$ cat src/rtl/mdu_pkg.sv
`timescale 1ns/1ps
package mdu_pkg;
  localparam logic [5:0] FN_RD_HI = 6'h10;
  localparam logic [5:0] FN_WR_HI = 6'h11;
  localparam logic [5:0] FN_RD_LO = 6'h12;
  localparam logic [5:0] FN_WR_LO = 6'h13;
  localparam logic [5:0] FN_MUL_S = 6'h18;
  localparam logic [5:0] FN_MUL_U = 6'h19;
  localparam logic [5:0] FN_DIV_S = 6'h1A;
  localparam logic [5:0] FN_DIV_U = 6'h1B;

  typedef enum logic {
    ENG_MUL = 1'b0,
    ENG_DIV = 1'b1
  } eng_mode_e;

  typedef struct packed {
    logic      run;    // starts the iterative engine
    eng_mode_e mode;
    logic      sgn;    // two's complement operands
    logic      rd_hi;
    logic      rd_lo;
    logic      wr_hi;
    logic      wr_lo;
  } cmd_dec_t;
endpackage

$ cat src/rtl/mdu_decode.sv
`timescale 1ns/1ps
module mdu_decode
  import mdu_pkg::*;
(
  input  logic [5:0] funct,
  output cmd_dec_t   dec
);
  always_comb begin
    dec = '0;
    unique case (funct)
      FN_MUL_S: begin dec.run = 1'b1; dec.mode = ENG_MUL; dec.sgn = 1'b1; end
      FN_MUL_U: begin dec.run = 1'b1; dec.mode = ENG_MUL; end
      FN_DIV_S: begin dec.run = 1'b1; dec.mode = ENG_DIV; dec.sgn = 1'b1; end
      FN_DIV_U: begin dec.run = 1'b1; dec.mode = ENG_DIV; end
      FN_RD_HI: dec.rd_hi = 1'b1;
      FN_RD_LO: dec.rd_lo = 1'b1;
      FN_WR_HI: dec.wr_hi = 1'b1;
      FN_WR_LO: dec.wr_lo = 1'b1;
      default:  dec = '0;
    endcase
  end
endmodule

$ cat src/rtl/mdu_prep.sv
`timescale 1ns/1ps
// Turns operands into magnitudes and records the sign corrections needed later.
module mdu_prep #(
  parameter int W = 32
) (
  input  logic         sgn,
  input  logic [W-1:0] a,
  input  logic [W-1:0] b,
  output logic [W-1:0] a_mag,
  output logic [W-1:0] b_mag,
  output logic         neg_main,  // product / quotient must be negated
  output logic         neg_rem    // remainder must be negated
);
  function automatic logic [W-1:0] magnitude(logic [W-1:0] v, logic neg);
    return neg ? (~v + 1'b1) : v;
  endfunction

  logic a_neg, b_neg;

  assign a_neg    = sgn & a[W-1];
  assign b_neg    = sgn & b[W-1];
  assign a_mag    = magnitude(a, a_neg);
  assign b_mag    = magnitude(b, b_neg);
  assign neg_main = a_neg ^ b_neg;
  assign neg_rem  = a_neg;
endmodule

$ cat src/rtl/mdu_engine.sv
`timescale 1ns/1ps
// One-bit-per-cycle datapath shared by multiply and divide.
// Accumulator layout: upper half = partial product / partial remainder,
// lower half = multiplier bits / dividend bits shifting into quotient.
module mdu_engine
  import mdu_pkg::*;
#(
  parameter int W = 32
) (
  input  logic         clk,
  input  logic         rst_n,
  input  logic         load,
  input  logic         run,
  input  eng_mode_e    mode,
  input  logic [W-1:0] a_mag,
  input  logic [W-1:0] b_mag,
  output logic         last,
  output logic [W-1:0] nxt_hi,
  output logic [W-1:0] nxt_lo
);
  localparam int CW = $clog2(W + 1);
  localparam int AW = 2 * W;

  function automatic logic [AW-1:0] mul_step(logic [AW-1:0] acc, logic [W-1:0] mc);
    logic [W:0] sum;
    sum = {1'b0, acc[AW-1:W]} + (acc[0] ? {1'b0, mc} : {(W+1){1'b0}});
    return {sum, acc[W-1:1]};
  endfunction

  function automatic logic [AW-1:0] div_step(logic [AW-1:0] acc, logic [W-1:0] dv);
    logic [W:0] shifted, trial;
    logic       qbit;
    shifted = {acc[AW-1:W], acc[W-1]};
    trial   = shifted - {1'b0, dv};
    qbit    = ~trial[W];
    return {(qbit ? trial[W-1:0] : shifted[W-1:0]), acc[W-2:0], qbit};
  endfunction

  eng_mode_e       mode_q;
  logic [AW-1:0]   acc_q;
  logic [W-1:0]    opnd_q;
  logic [CW-1:0]   cnt_q;
  logic [AW-1:0]   step_w;

  assign step_w = (mode_q == ENG_DIV) ? div_step(acc_q, opnd_q) : mul_step(acc_q, opnd_q);
  assign last   = run && (cnt_q == CW'(W - 1));
  assign nxt_hi = step_w[AW-1:W];
  assign nxt_lo = step_w[W-1:0];

  always_ff @(posedge clk or negedge rst_n) begin
    if (!rst_n) begin
      mode_q <= ENG_MUL;
      acc_q  <= '0;
      opnd_q <= '0;
      cnt_q  <= '0;
    end else if (load) begin
      mode_q <= mode;
      acc_q  <= {{W{1'b0}}, a_mag};
      opnd_q <= b_mag;
      cnt_q  <= '0;
    end else if (run) begin
      acc_q  <= step_w;
      cnt_q  <= cnt_q + 1'b1;
    end
  end
endmodule

$ cat src/rtl/mdu_fix.sv
`timescale 1ns/1ps
// Applies sign correction and the zero-divisor override to the raw engine result.
module mdu_fix
  import mdu_pkg::*;
#(
  parameter int W = 32
) (
  input  eng_mode_e    mode,
  input  logic         neg_main,
  input  logic         neg_rem,
  input  logic         div_zero,
  input  logic [W-1:0] dividend,
  input  logic [W-1:0] raw_hi,
  input  logic [W-1:0] raw_lo,
  output logic [W-1:0] res_hi,
  output logic [W-1:0] res_lo
);
  function automatic logic [2*W-1:0] neg_wide(logic [2*W-1:0] v, logic en);
    return en ? (~v + 1'b1) : v;
  endfunction

  function automatic logic [W-1:0] neg_word(logic [W-1:0] v, logic en);
    return en ? (~v + 1'b1) : v;
  endfunction

  logic [2*W-1:0] prod_w;

  assign prod_w = neg_wide({raw_hi, raw_lo}, neg_main);

  always_comb begin
    if (mode == ENG_MUL) begin
      res_hi = prod_w[2*W-1:W];
      res_lo = prod_w[W-1:0];
    end else if (div_zero) begin
      res_hi = dividend;
      res_lo = '1;
    end else begin
      res_hi = neg_word(raw_hi, neg_rem);
      res_lo = neg_word(raw_lo, neg_main);
    end
  end
endmodule

$ cat src/rtl/muldiv_hilo.sv
`timescale 1ns/1ps
module muldiv_hilo
  import mdu_pkg::*;
#(
  parameter int WIDTH = 32
) (
  input  logic             clk,
  input  logic             rst_n,
  input  logic             cmd_valid_i,
  input  logic [5:0]       cmd_funct_i,
  input  logic [WIDTH-1:0] src_a_i,
  input  logic [WIDTH-1:0] src_b_i,
  output logic             busy_o,
  output logic             done_o,
  output logic [WIDTH-1:0] rd_data_o,
  output logic             stall_o
);
  cmd_dec_t         dec_w;
  logic [WIDTH-1:0] a_mag_w, b_mag_w;
  logic             neg_main_w, neg_rem_w;
  logic             last_w;
  logic [WIDTH-1:0] raw_hi_w, raw_lo_w, res_hi_w, res_lo_w;

  logic             busy_q, done_q;
  logic [WIDTH-1:0] hi_q, lo_q;
  eng_mode_e        mode_q;
  logic             neg_main_q, neg_rem_q, div_zero_q;
  logic [WIDTH-1:0] dividend_q;

  // named internal events
  logic accept_w;   // multiply/divide taken
  logic finish_w;   // final iteration, HI/LO written
  logic wr_hi_w, wr_lo_w;

  mdu_decode u_dec (
    .funct (cmd_funct_i),
    .dec   (dec_w)
  );

  mdu_prep #(.W(WIDTH)) u_prep (
    .sgn      (dec_w.sgn),
    .a        (src_a_i),
    .b        (src_b_i),
    .a_mag    (a_mag_w),
    .b_mag    (b_mag_w),
    .neg_main (neg_main_w),
    .neg_rem  (neg_rem_w)
  );

  assign accept_w = cmd_valid_i && !busy_q && dec_w.run;
  assign wr_hi_w  = cmd_valid_i && !busy_q && dec_w.wr_hi;
  assign wr_lo_w  = cmd_valid_i && !busy_q && dec_w.wr_lo;
  assign finish_w = last_w;

  mdu_engine #(.W(WIDTH)) u_eng (
    .clk    (clk),
    .rst_n  (rst_n),
    .load   (accept_w),
    .run    (busy_q),
    .mode   (dec_w.mode),
    .a_mag  (a_mag_w),
    .b_mag  (b_mag_w),
    .last   (last_w),
    .nxt_hi (raw_hi_w),
    .nxt_lo (raw_lo_w)
  );

  mdu_fix #(.W(WIDTH)) u_fix (
    .mode     (mode_q),
    .neg_main (neg_main_q),
    .neg_rem  (neg_rem_q),
    .div_zero (div_zero_q),
    .dividend (dividend_q),
    .raw_hi   (raw_hi_w),
    .raw_lo   (raw_lo_w),
    .res_hi   (res_hi_w),
    .res_lo   (res_lo_w)
  );

  always_ff @(posedge clk or negedge rst_n) begin
    if (!rst_n) begin
      busy_q     <= 1'b0;
      done_q     <= 1'b0;
      mode_q     <= ENG_MUL;
      neg_main_q <= 1'b0;
      neg_rem_q  <= 1'b0;
      div_zero_q <= 1'b0;
      dividend_q <= '0;
    end else begin
      done_q <= finish_w;
      if (accept_w) begin
        busy_q     <= 1'b1;
        mode_q     <= dec_w.mode;
        neg_main_q <= neg_main_w;
        neg_rem_q  <= neg_rem_w;
        div_zero_q <= (src_b_i == '0);
        dividend_q <= src_a_i;
      end else if (finish_w) begin
        busy_q <= 1'b0;
      end
    end
  end

  always_ff @(posedge clk or negedge rst_n) begin
    if (!rst_n) begin
      hi_q <= '0;
      lo_q <= '0;
    end else if (finish_w) begin
      hi_q <= res_hi_w;
      lo_q <= res_lo_w;
    end else begin
      if (wr_hi_w) hi_q <= src_a_i;
      if (wr_lo_w) lo_q <= src_a_i;
    end
  end

  always_comb begin
    rd_data_o = '0;
    if (cmd_valid_i && dec_w.rd_hi) rd_data_o = hi_q;
    if (cmd_valid_i && dec_w.rd_lo) rd_data_o = lo_q;
  end

  assign stall_o = cmd_valid_i && busy_q && (dec_w.rd_hi || dec_w.rd_lo);
  assign busy_o  = busy_q;
  assign done_o  = done_q;
endmodule

$ cat config.mk
export PLATFORM = sky130hd
export DESIGN_NAME = muldiv_hilo
export DESIGN_NICKNAME = d
export VERILOG_FILES = /design/src/rtl/mdu_pkg.sv /design/src/rtl/mdu_decode.sv /design/src/rtl/mdu_prep.sv /design/src/rtl/mdu_engine.sv /design/src/rtl/mdu_fix.sv /design/src/rtl/muldiv_hilo.sv
export SDC_FILE = /design/constraint.sdc
export NUM_CORES = 1
export LEC_CHECK = 0
export BUFFER_PORTS_ARGS = -buffer_cell sky130_fd_sc_hd__clkbuf_2
export CORE_MARGIN = 4
export CORE_UTILIZATION = 45
export DETAILED_ROUTE_END_ITERATION = 6
export SLEW_MARGIN = 10
export SYNTH_ARGS = -nofsm -noshare
export SYNTH_HDL_FRONTEND = slang
export SYNTH_SLANG_ARGS = --single-unit
$ cat constraint.sdc
create_clock -name clk -period 9.5 [get_ports clk]
set_clock_uncertainty 0.2 [all_clocks]
set_input_delay 2.85 -clock clk [delete_from_list [all_inputs] [get_ports clk]]
set_output_delay 2.85 -clock clk [all_outputs]
set_load 0.02 [all_outputs]
==> impl_metrics.env <==
export IMPL_synth_xor_area_share_pct=8.154
export IMPL_io_buffer_count=107
export IMPL_clkSlewWorstSetupHoldPaths_ps=60
export IMPL_grt_use_total_pct=29.23
export IMPL_rrSetupSlack_ps=2680
export IMPL_drive_gt1_share_pct=10.14
export IMPL_vias=18560
export IMPL_hold_end="dividend_q[11]$_DFFE_PN0P_"
export IMPL_hold_viol=0
export IMPL_setup_viol=0
export IMPL_ant_nets=0
export IMPL_placed_area_sq_um=19250
export IMPL_period_needed_ps=7470
export IMPL_path_class="input port to output port"
export IMPL_hold_buffers=0
export IMPL_synth_common_cells="nand2_1, dfrtp_1, o21ai_0"
export IMPL_synth_top_area_share_pct=27.63
export IMPL_cap_violations=0
export IMPL_root_buffer="clkbuf_16"
export IMPL_final_cell_area_sq_um=20180
export IMPL_synth_cell_types=94
export IMPL_hold_depth=2
export IMPL_p_total_w=0.008318
export IMPL_timing_rr_end="hi_q[16]$_DFFE_PN0P_"
export IMPL_netlist_top_cells_area="dfrtp_1, nand2_1, o21ai_0, ha_1, mux2i_1"
export IMPL_drt_initial_drc_count=1780
export IMPL_drt_first_pass_iters=5
export IMPL_fin_nets=2570
export IMPL_route_detailed_drc=0
export IMPL_synthArstFlopShare_pct=100.0
export IMPL_fin_tns_setup_ps=0
export IMPL_critPathMostFrequentCell="clkbuf_2"
export IMPL_dominantRegCellSynth="dfrtp_1"
export IMPL_synth_avg_cell_area_sq_um=7.606
export IMPL_final_max_slew_viol_count=0
export IMPL_powerDensity_nw_per_um2=412.2
export IMPL_post_drt_wl_per_cell_um=22.55
export IMPL_critPathLaunchType="input port"
export IMPL_synth_most_common_cell="nand2_1"
export IMPL_hold_start="dividend_q[11]$_DFFE_PN0P_"
export IMPL_io_pin_count=108
export IMPL_cp_end_kind="output port"
export IMPL_synth_edff_count=0
export IMPL_worstPathArrival_ps=4420
export IMPL_path_cells="clkbuf_2 -> nor3b_1 -> nand3b_1 -> or2_2 -> nor2_1 -> clkbuf_2"
export IMPL_grt_overflow_total=0
export IMPL_slew_headroom_pct=17.19
export IMPL_std_cell_rows=73
export IMPL_fin_crit_sh_pct=78.64
export IMPL_yosysSeqAreaShare_pct=27.63
export IMPL_synthCells=2429
export IMPL_cts_path_max_buffers=3
export IMPL_grt_pass1_vias=17840
export IMPL_grt_max_degree=87
export IMPL_required_ps=6450
export IMPL_synth_compound_area_share_pct=24.70
export IMPL_fmax_ghz=0.1339
export IMPL_hold_path_class="flop to flop"
export IMPL_cts_setup_buffers=0
export IMPL_cts_tree="yes"
export IMPL_timing_rr_start="u_eng.acc_q[50]$_DFFE_PN0P_"
export IMPL_die_area_sq_um=44360
export IMPL_worstRegToRegCells=21
export IMPL_wl_um=67000
export IMPL_fin_hold_ws_ps=269.7
export IMPL_gp_congestion=0.9400
export IMPL_max_vdd_ir_drop_mv=0.2211
export IMPL_synthMuxAreaShare_pct=4.923
export IMPL_htreeDepth=1
export IMPL_post_cts_resized=0
export IMPL_syn_nets=2573
export IMPL_yosys_area_share_simple_pct=24.58
export IMPL_viasPerCell=6.246
export IMPL_cts_buffers_inserted=27
export IMPL_initial_core_util_pct=45.97
export IMPL_grt_first_pass_wirelength_um=104100
export IMPL_dieHeight_um=210.6
export IMPL_synth_area_sq_um=18480
export IMPL_rsz0062_at_grt="no"
export IMPL_status="complete, no violations"
export IMPL_ys_ff_latch=204
export IMPL_critPathSlowestCell="or2_2"
export IMPL_synth_area_leader_cell="dfrtp_1"
export IMPL_dp_hpwl_um=49680
export IMPL_area_growth_synth_to_final_pct=9.217
export IMPL_dp_cells=2922
export IMPL_synthAdderAreaFrac_pct=4.890
export IMPL_cp_max_fo=33
export IMPL_die_w_um=210.6
export IMPL_core_area_sq_um=40190
export IMPL_slowest_delay_ps=570
export IMPL_clock_latency_ps=570
export IMPL_layout_cells_non_filler=2971
export IMPL_cts_sinks=204
export IMPL_yosysWarnings=0
export IMPL_grt_antenna_before_repair=0
export IMPL_tightest_slew_ps=1231
export IMPL_leakage_nw=8.778
export IMPL_synth_top_family_by_area="compound AO/OA/AOI/OAI gates"
state kept, by name (all words and copies together), names as in the netlist:
name,cells
dividend_q,32
u_eng.cnt_q,6
busy_o,1
neg_main_q,1
u_eng.acc_q,64
u_eng.opnd_q,32
div_zero_q,1
hi_q,32
done_o,1
neg_rem_q,1
u_eng.mode_q,1
lo_q,32
routing by layer:
| metal | up-vias | wire (um) | GRT usage (%) | share of wire (%) |
|---|---|---|---|---|
| met4 | 0 | 2276 | 9.569 | 3.4 |
| met5 | - | 0 | 0 | 0 |
| met2 | 697 | 29630 | 45.11 | 44 |
| met3 | 138 | 4491 | 4.233 | 6.7 |
| li1 | 8754 | - | - | - |
| met1 | 8969 | 30600 | 42.31 | 46 |
power breakdown:
group,switching [W],total [W],internal (W)
Sequential,0.000479,0.00172,0.00124
Combinational,0.00350,0.00551,0.00201
Clock,0.000433,0.00109,0.000655
Total,0.00442,0.00832,0.00390
layout by cell type, fill, tap and decap left out, types with 43 or more instances in the layout:
| master | n |
|---|---|
| a21o_1 | 43 |
| a21oi_1 | 111 |
| and2_1 | 49 |
| clkbuf_2 | 106 |
| dfrtp_1 | 201 |
| ha_1 | 69 |
| inv_1 | 66 |
| mux2i_1 | 85 |
| nand2_1 | 456 |
| nand3_1 | 75 |
| nor2_1 | 166 |
| o21ai_0 | 183 |
| xnor2_1 | 92 |
| xor2_1 | 80 |
critical path, delay by kind of cell:
| family | cells | cell delay (ps) |
|---|---|---|
| buffers and inverters | 2 | 270 |
| and+or+nand+nor | 4 | 1290 |
cells by family (layout without fill, tap and decap cells):
kind of cell,after synthesis,count (layout)
compound gates,679,679
xor+xnor,172,172
buf+inv,240,256
flops,204,204
mux,90,90
other cells,0,1
simple gates,973,973
fa+ha+maj,71,71
cell type report:
class,count,area [sq um]
fillers,4046,20010
repair buffers,138,778.2
well taps,525,656.9
inverters,70,262.8
flip-flops and latches,204,5114
diodes,1,2.502
clock inverters,11,138.9
multi-input cells,1985,12440
clock buffers,37,783.3
through the flow:
step | utilization, % | setup WS, ps
floorplan | - | 2273
global placement | 47.90 | 2175
detailed placement | 47.90 | 2052
CTS | 50.20 | 2045
global route | 50.20 | 1951
finish | 50.21 | 2030
worst max path at each step:
stage                        start            end  slack [ps]  cells past startpoint
floorplan           cmd_funct_i[2]  rd_data_o[10]        2270                      6
global placement    cmd_funct_i[2]  rd_data_o[30]        2170                      6
detailed placement  cmd_funct_i[2]  rd_data_o[22]        2050                      6
CTS                 cmd_funct_i[2]  rd_data_o[22]        2050                      6
global route        cmd_funct_i[2]        stall_o        1950                      6
finish              cmd_funct_i[2]  rd_data_o[22]        2030                      6
Note: power is estimated with default switching activity, not from simulation.
